### config.mk
export PLATFORM = sky130hd
export DESIGN_NAME = zbtSram
export DESIGN_NICKNAME = d
export VERILOG_FILES = /design/src/rtl/zbtSramPkg.sv /design/src/rtl/zbtSramCtrl.sv /design/src/rtl/zbtSramDatapath.sv /design/src/rtl/zbtSram.sv
export SDC_FILE = /design/constraint.sdc
export NUM_CORES = 2
export LEC_CHECK = 0
export BUFFER_PORTS_ARGS = -buffer_cell sky130_fd_sc_hd__buf_4
export CAP_MARGIN = 40
export CORE_MARGIN = 3
export CORE_UTILIZATION = 45
export DETAILED_ROUTE_END_ITERATION = 16
export GPL_TIMING_DRIVEN = 0
export REMOVE_ABC_BUFFERS = 1
export SKIP_LAST_GASP = 1
export SYNTH_ARGS = -nofsm -noshare
export SYNTH_HDL_FRONTEND = slang
export SYNTH_HIERARCHICAL = 1
export SYNTH_SLANG_ARGS = --single-unit
### constraint.sdc
create_clock -name clk -period 5.95 [get_ports clk]
set_clock_uncertainty 0.2 [all_clocks]
set_input_delay 0.595 -clock clk [delete_from_list [all_inputs] [get_ports clk]]
set_output_delay 0.595 -clock clk [all_outputs]
set_load 0.005 [all_outputs]
### src/rtl/zbtSramPkg.sv
package zbtSramPkg;
  localparam int LANES   = 4;
  localparam int BURST_W = 2;

  // strobes from control to datapath
  typedef struct packed {
    logic               loadNow;   // capture external address this edge
    logic               writeNow;  // commit write data this edge
    logic               active;    // a data cycle is in progress
    logic               isWrite;   // direction of the data cycle
    logic [BURST_W-1:0] burstIdx;  // count within the 4-word burst
    logic [LANES-1:0]   laneWe;    // lane write enables, active high
  } zbtStrobeT;
endpackage

### src/rtl/zbtSramCtrl.sv
module zbtSramCtrl
  import zbtSramPkg::*;
(
  input  logic             clk,
  input  logic             rst,
  input  logic             clkEnN,
  input  logic             chipEn1N,
  input  logic             chipEn2,
  input  logic             chipEn3N,
  input  logic             loadN,
  input  logic             readSel,
  input  logic [LANES-1:0] laneWrN,
  output zbtStrobeT        strobe
);
  logic               enabled;
  logic               chipSel;
  logic               activeQ;
  logic               isWriteQ;
  logic [BURST_W-1:0] burstQ;
  logic [LANES-1:0]   laneWeQ;

  always_comb begin
    enabled = !clkEnN && !rst;
    chipSel = !chipEn1N && chipEn2 && !chipEn3N;
  end

  always_ff @(posedge clk) begin
    if (rst) begin
      activeQ  <= 1'b0;
      isWriteQ <= 1'b0;
      burstQ   <= '0;
      laneWeQ  <= '0;
    end else if (!clkEnN) begin
      laneWeQ <= ~laneWrN;
      if (!loadN) begin
        activeQ  <= chipSel;
        isWriteQ <= !readSel;
        burstQ   <= '0;
      end else if (activeQ) begin
        burstQ <= burstQ + 1'b1;
      end
    end
  end

  always_comb begin
    strobe.loadNow  = enabled && !loadN && chipSel;
    strobe.writeNow = enabled && activeQ && isWriteQ;
    strobe.active   = activeQ;
    strobe.isWrite  = isWriteQ;
    strobe.burstIdx = burstQ;
    strobe.laneWe   = laneWeQ;
  end
endmodule

### src/rtl/zbtSramDatapath.sv
module zbtSramDatapath
  import zbtSramPkg::*;
#(
  parameter int ADDR_W = 6,
  parameter int LANE_W = 9
) (
  input  logic                    clk,
  input  zbtStrobeT               strobe,
  input  logic                    burstLinear,
  input  logic                    outEnN,
  input  logic [ADDR_W-1:0]       addr,
  input  logic [LANES*LANE_W-1:0] dIn,
  output logic [LANES*LANE_W-1:0] dOut,
  output logic                    dOutEn
);
  localparam int DEPTH = 1 << ADDR_W;

  logic [ADDR_W-1:0]       baseAddr;
  logic [BURST_W-1:0]      lowBits;
  logic [ADDR_W-1:0]       effAddr;
  logic [LANES*LANE_W-1:0] rdWord;

  always_ff @(posedge clk) begin
    if (strobe.loadNow) baseAddr <= addr;
  end

  always_comb begin
    if (burstLinear) lowBits = baseAddr[BURST_W-1:0] + strobe.burstIdx;
    else             lowBits = baseAddr[BURST_W-1:0] ^ strobe.burstIdx;
    effAddr = {baseAddr[ADDR_W-1:BURST_W], lowBits};
  end

  for (genvar g = 0; g < LANES; g++) begin : gLane
    logic [LANE_W-1:0] laneMem [DEPTH];
    always_ff @(posedge clk) begin
      if (strobe.writeNow && strobe.laneWe[g])
        laneMem[effAddr] <= dIn[g*LANE_W +: LANE_W];
    end
    assign rdWord[g*LANE_W +: LANE_W] = laneMem[effAddr];
  end

  assign dOut   = rdWord;
  assign dOutEn = strobe.active && !strobe.isWrite && !outEnN;
endmodule

### src/rtl/zbtSram.sv
module zbtSram
  import zbtSramPkg::*;
#(
  parameter int ADDR_W = 6,
  parameter int LANE_W = 9
) (
  input  logic                    clk,
  input  logic                    rst,
  input  logic                    clkEnN,
  input  logic                    chipEn1N,
  input  logic                    chipEn2,
  input  logic                    chipEn3N,
  input  logic                    loadN,
  input  logic                    readSel,
  input  logic [3:0]              laneWrN,
  input  logic                    burstLinear,
  input  logic                    outEnN,
  input  logic [ADDR_W-1:0]       addr,
  input  logic [4*LANE_W-1:0]     dIn,
  output logic [4*LANE_W-1:0]     dOut,
  output logic                    dOutEn
);
  zbtStrobeT strobe;

  zbtSramCtrl uCtrl (
    .clk(clk), .rst(rst), .clkEnN(clkEnN),
    .chipEn1N(chipEn1N), .chipEn2(chipEn2), .chipEn3N(chipEn3N),
    .loadN(loadN), .readSel(readSel), .laneWrN(laneWrN),
    .strobe(strobe)
  );

  zbtSramDatapath #(.ADDR_W(ADDR_W), .LANE_W(LANE_W)) uData (
    .clk(clk), .strobe(strobe), .burstLinear(burstLinear),
    .outEnN(outEnN), .addr(addr), .dIn(dIn),
    .dOut(dOut), .dOutEn(dOutEn)
  );
endmodule

## Word-level counts from Yosys, hierarchy flattened

Memory sizes are Yosys's and may differ from the RTL's.
Index checks and enable logic that the tools add are counted.

- $add $sub $neg: 2
- Eq/ne operators: 1
- Muxes and demuxes: 11
- Bitwise gates (word level): 4
- Reduce and logical (&&, ||, !) cells: 23

Operator list:

| operator | count |
|---|---|
| 1-bit logical AND | 13 |
| 1-bit logical NOT | 8 |
| 1-bit two-way mux | 8 |
| 2-bit two-way mux | 3 |
| 4-bit inverter | 1 |
| 2-bit AND reduction | 2 |
| 2-bit by 1-bit adder with 2-bit output, second input constant | 1 |
| 2-bit adder | 1 |
| 2-bit by 1-bit != test with 1-bit output, second input constant | 1 |
| 1-bit inverter | 2 |
| 2-bit XOR | 1 |

- Register bits: 14
- Bits in writable memories: 2304
- Input port bits: 56
- Output and inout bits: 37
- Memories kept: 4

Memory list:

| memory | words | width | rd ports | clocked after Yosys merged registers in | write ports | RTL line | source |
|---|---|---|---|---|---|---|---|
| uData.gLane[0].laneMem | 64 | 9 | 1 | 0 | 1 | zbtSramDatapath.sv:34 | `logic [LANE_W-1:0] laneMem [DEPTH];` |
| uData.gLane[1].laneMem | 64 | 9 | 1 | 0 | 1 | zbtSramDatapath.sv:34 |  |
| uData.gLane[2].laneMem | 64 | 9 | 1 | 0 | 1 | zbtSramDatapath.sv:34 |  |
| uData.gLane[3].laneMem | 64 | 9 | 1 | 0 | 1 | zbtSramDatapath.sv:34 |  |

## Longest topological paths before layout

- Depth after elaboration: 7
- Depth in mapped cells: 11
- Mapped depth without buffers: 8

## By module

The synthesis kept the hierarchy.

By module, submodules not included:

| module | instances | cells each | area each (µm²) | seq. area each (µm²) |
|---|---|---|---|---|
| zbtSramDatapath | 1 | 4573 | 88606.2 | 69366.5 |
| zbtSramCtrl | 1 | 42 | 367.9 | 160.2 |

## Worst setup path after synthesis

OpenSTA, ideal clock, no wires.

- Path type: register to output
- Start point: register uData.baseAddr[0]
- End point: output port dOut[5]
- Arrival: 2663 ps
- Setup slack: 2492 ps
- Stages on the path, launching flop included: 9
- Path buffers: 2
- Cells stage by stage: edfxtp_1 > ha_1 > inv_2 > buf_2 > buf_1 > mux4_2 > a22o_1 > a221oi_1 > nand4_1

- Cells in the longest elaborated chain, start to end: 3

Ends and longest elaborated chain:

| element | RTL line | source |
|---|---|---|
| start: declaration | zbtSramDatapath.sv:18 | `logic [ADDR_W-1:0] baseAddr;` |
| start signal: assignment | zbtSramDatapath.sv:24 | `if (strobe.loadNow) baseAddr <= addr;` |
| 2-bit adder or 2-bit XOR (tied branches) | zbtSramDatapath.sv:28, zbtSramDatapath.sv:29 |  |
| 2-bit two-way mux (*) | zbtSramDatapath.sv:28 | `if (burstLinear) lowBits = baseAddr[BURST_W-1:0] + strobe.burstIdx;` |
| memory read 64 x 9 bit (*) | - |  |
| end: declaration | zbtSram.sv:20 | `output logic [4*LANE_W-1:0] dOut,` |

Every way passes the cells marked *; elsewhere a longest branch is shown, timed or not.

## Final worst setup path

- Start point: register uCtrl.burstQ[0]
- End point: output port dOut[28]

- Cells in the longest elaborated chain, start to end: 3

Ends and longest elaborated chain:

| element | RTL line | source |
|---|---|---|
| start: declaration | zbtSramCtrl.sv:19 | `logic [BURST_W-1:0] burstQ;` |
| start signal: assignment | zbtSramCtrl.sv:40 | `burstQ <= burstQ + 1'b1;` |
| 2-bit adder or 2-bit XOR (tied branches) | zbtSramDatapath.sv:28, zbtSramDatapath.sv:29 |  |
| 2-bit two-way mux (*) | zbtSramDatapath.sv:28 |  |
| memory read 64 x 9 bit (*) | - |  |

Marked as above.

==> out/metrics.cfg <==
[cts]
cts_sinks = 2318
cts_buffer_depth = 3
clkSlewWorstSetupHoldPaths_ns = 0.06
clk_latency_ns = 0.86
htreeDepth = 4
cts_tree = done
numCtsBuffers = 220
cts_root_buffer = clkbuf_16

[global_route]
grt_overflow = 0
grt_max_degree = 65
antenna_found_initial = 7
grt_pass1_wl_um = 333000
grt_pass1_vias = 45900
grt_use_total_pct = 22.6

[floorplan]
die_y_um = 451
row_count = 162
die_x_um = 451
core_um2 = 196000
start_util_pct = 45.4
die_area_um2 = 203000
pin_count = 93

[worst_setup_path]
cp-endpoint = dOut[28]
timing.rr.start = uData/baseAddr[0]
endpoint_kind = output pin
cp_top_family = buffers and inverters
crit_slowest_cell = mux4_2
rrSetupSlack_ns = 0.99
rr_endpoint = uData/gLane[3].laneMem[25][4]
crit_cells = 11
critical_path_class = flip-flop to output pin
critPathLaunchType = flip-flop
crit_path_max_fanout = 28
cp.arrival_ns = 4.91
crit_start = uCtrl/burstQ[0]
slowest_delay_ns = 0.54
required_ns = 5.16
r2r_cells = 8
crit_buf_inv = 5
cp_cell_sequence = ha_4 > buf_12 > inv_12 > buf_16 > buf_16 > mux4_2 > a22oi_1 > nand4_1 > a31oi_1 > nand4_1 > buf_4

[synthesis]
yosys.area.top_type = edfxtp_1
syn_avg_cell_area_um2 = 19.3
synth.most_common_cell = edfxtp_1
synth_common_cells = edfxtp_1 (2310), nand2_1 (537), mux4_2 (454)
synthCells = 4615
synth_area_um2 = 89000
yosys_most_used_dff = edfxtp_1
synth_top_cell_area_share_pct = 78.0
synth_edf_count = 2310
yosysWarnings = 6
synthTopCellsByArea = edfxtp_1 (78%), mux4_2 (11%), nand2_1 (2.3%)
synth.distinct_cells = 53
synth-seq-cells = 2318
yosysSeqAreaShare_pct = 78.1
synthArstFlopShare_pct = 0

[layout]
layout-drive-gt1-share_pct = 24.6
n_antenna_cell = 0
area_growth_pct = 17.2
fin_nets = 5085
stdcell_area_um2 = 104000

[detailed_routing]
drcViolationCount = 0
routedWlPerCell_um = 29.4
totalWireLength_um = 230000
dr.first_iter.drc_count = 5289
vias = 46600
viasPerCell = 5.94
first_pass_iters = 5
antenna_left = 0

[power_and_ir_drop]
power_per_cell_area_nw_per_um2 = 316
p_leak_nw = 33.4
ir_drop_mv = 0.321

[placed_design]
gp_congestion = 0.763
dpl-instance-area_um2 = 96400
hpwlAfterDp_um = 143000
io_buffer_count = 92

[timing]
finalSetupViolCount = 0
maxSlewHeadroom_pct = 36.4
tightestPinTransition_ns = 0.951
max_freq_mhz = 175
fin_setup_tns_ns = 0
rsz0062_at_grt = no
final-hold-violation-count = 0
fin_crit_ns = 5.70
fin_crit_sh_pct = 95.9
slew_viol_final = 0

[worst_hold_path]
hp-class = input port to flip-flop

[flow_run]
maxCapViolations = 0

[status]
status = completed

[sequential cells by signal, summed over array words and instances (netlist names)]
name and cells:
uCtrl/burstQ 2, uData/baseAddr 6, uCtrl/isWriteQ 1, uData/gLane.laneMem 2304
uCtrl/activeQ 1, uCtrl/laneWeQ 4
[what timing repair did]
item                       4_1_cts  5_1_grt
resized for setup                8        0
hold buffers                    21        0
setup buffers                    2        0
hold endpoints to repair        14        0
setup endpoints to repair       21        0
[logic make-up after synthesis]
family	after synthesis	synth area share, %
simple gates	1128	5.45
compound gates	411	3.25
mux	472	11.7
fa+ha+maj	1	0.0141
xor+xnor	4	0.0647
buf+inv	281	1.38
flops	2318	78.1
[routing by layer]
layer	vias to the layer above	track usage (%)	wire length, um
li1	19600	-	-
met1	24600	32.0	92900
met2	2057	35.9	112000
met3	346	3.90	18100
met4	4	7.33	7350
met5	-	0	22
[metrics by stage]
step                      utilization [%]  hold slack (ns)  power, mW  setup slack, ns  cells
after floorplan                         -            0.282       18.6           -25.60   4335
after global placement               46.8            0.308       19.1           -58.82   7051
after detailed placement             49.2            0.307       18.9            0.523   7400
after CTS                            53.3           0.0106       33.2            0.150   7841
after global routing                 53.3           0.0401       33.9           0.0812   7842
final                                53.3           0.0552       32.9            0.247   7842
[report_power, final]
group | total (mW) | leakage, nW | internal [mW] | switching (mW)
clock network | 14.3 | 3.64 | 8.35 | 5.99
logic | 0.643 | 8.92 | 0.187 | 0.456
registers | 18.0 | 20.8 | 18.0 | 0.00491
total | 32.9 | 33.4 | 26.5 | 6.45
[layout make-up]
class / instances / area [um^2]
sequential: 2318 / 69500
timing repair buffer: 471 / 5640
inverter: 1 / 16.3
fill: 15100 / 91500
clock buffer: 265 / 5750
tap: 2624 / 3280
multi-input combinational: 2016 / 18400
clock inverter: 147 / 1660
[worst register-to-register path: cells and delay by family, from the launching register on]
family,cells,cell delay (ns)
flops,1,0.41
simple gates,4,2.48
fa+ha+maj,1,0.60
buf+inv,3,0.88
[cell usage in the layout (no fill, tap or decap), types with 6 or more instances in the layout]
master         synthesis  routed
clkbuf_1             129      39
buf_4                  6     317
buf_16                 0      70
buf_6                  2      12
buf_8                  0      12
bufbuf_16              0       6
dfxtp_1                8       8
dlygate4sd3_1          0      21
and2_1                46      43
nor2_1               304     292
a221oi_1              27      26
o2111ai_1              6       6
a22oi_1              103     100
clkinv_8               0       6
o22ai_1               11      11
bufinv_16              0      34
mux2i_1               12      12
nand2_1              537     535
a22o_1                31      31
edfxtp_1            2310    2310
nand4_1               65      65
a21oi_1               12      12
o211ai_1              29      29
clkbuf_16              0     221
clkinv_1               0      45
a211oi_1              36      36
mux2_2                 6       6
and3_1                43      41
clkinv_2               0      47
nand3_1               97      96
inv_6                  0       7
nor2_4                 0       9
mux4_2               454     454
buf_12                 0      30
o21ai_0               40      40
a31oi_1              103     100
[how the worst min path moves through the flow]
| stage | from | to | slack, ns | cells after the start |
|---|---|---|---|---|
| after global routing | clkEnN | uCtrl/laneWeQ[3] | 0.04 | 3 |
| after floorplan | uCtrl/isWriteQ | uCtrl/isWriteQ | 0.28 | 2 |
| after global placement | uCtrl/isWriteQ | uCtrl/isWriteQ | 0.31 | 2 |
| after detailed placement | uCtrl/isWriteQ | uCtrl/isWriteQ | 0.31 | 2 |
| final | clkEnN | uCtrl/laneWeQ[3] | 0.06 | 3 |
| after CTS | clkEnN | uCtrl/laneWeQ[3] | 0.01 | 3 |
Note: power is estimated with default switching activity, not from simulation.
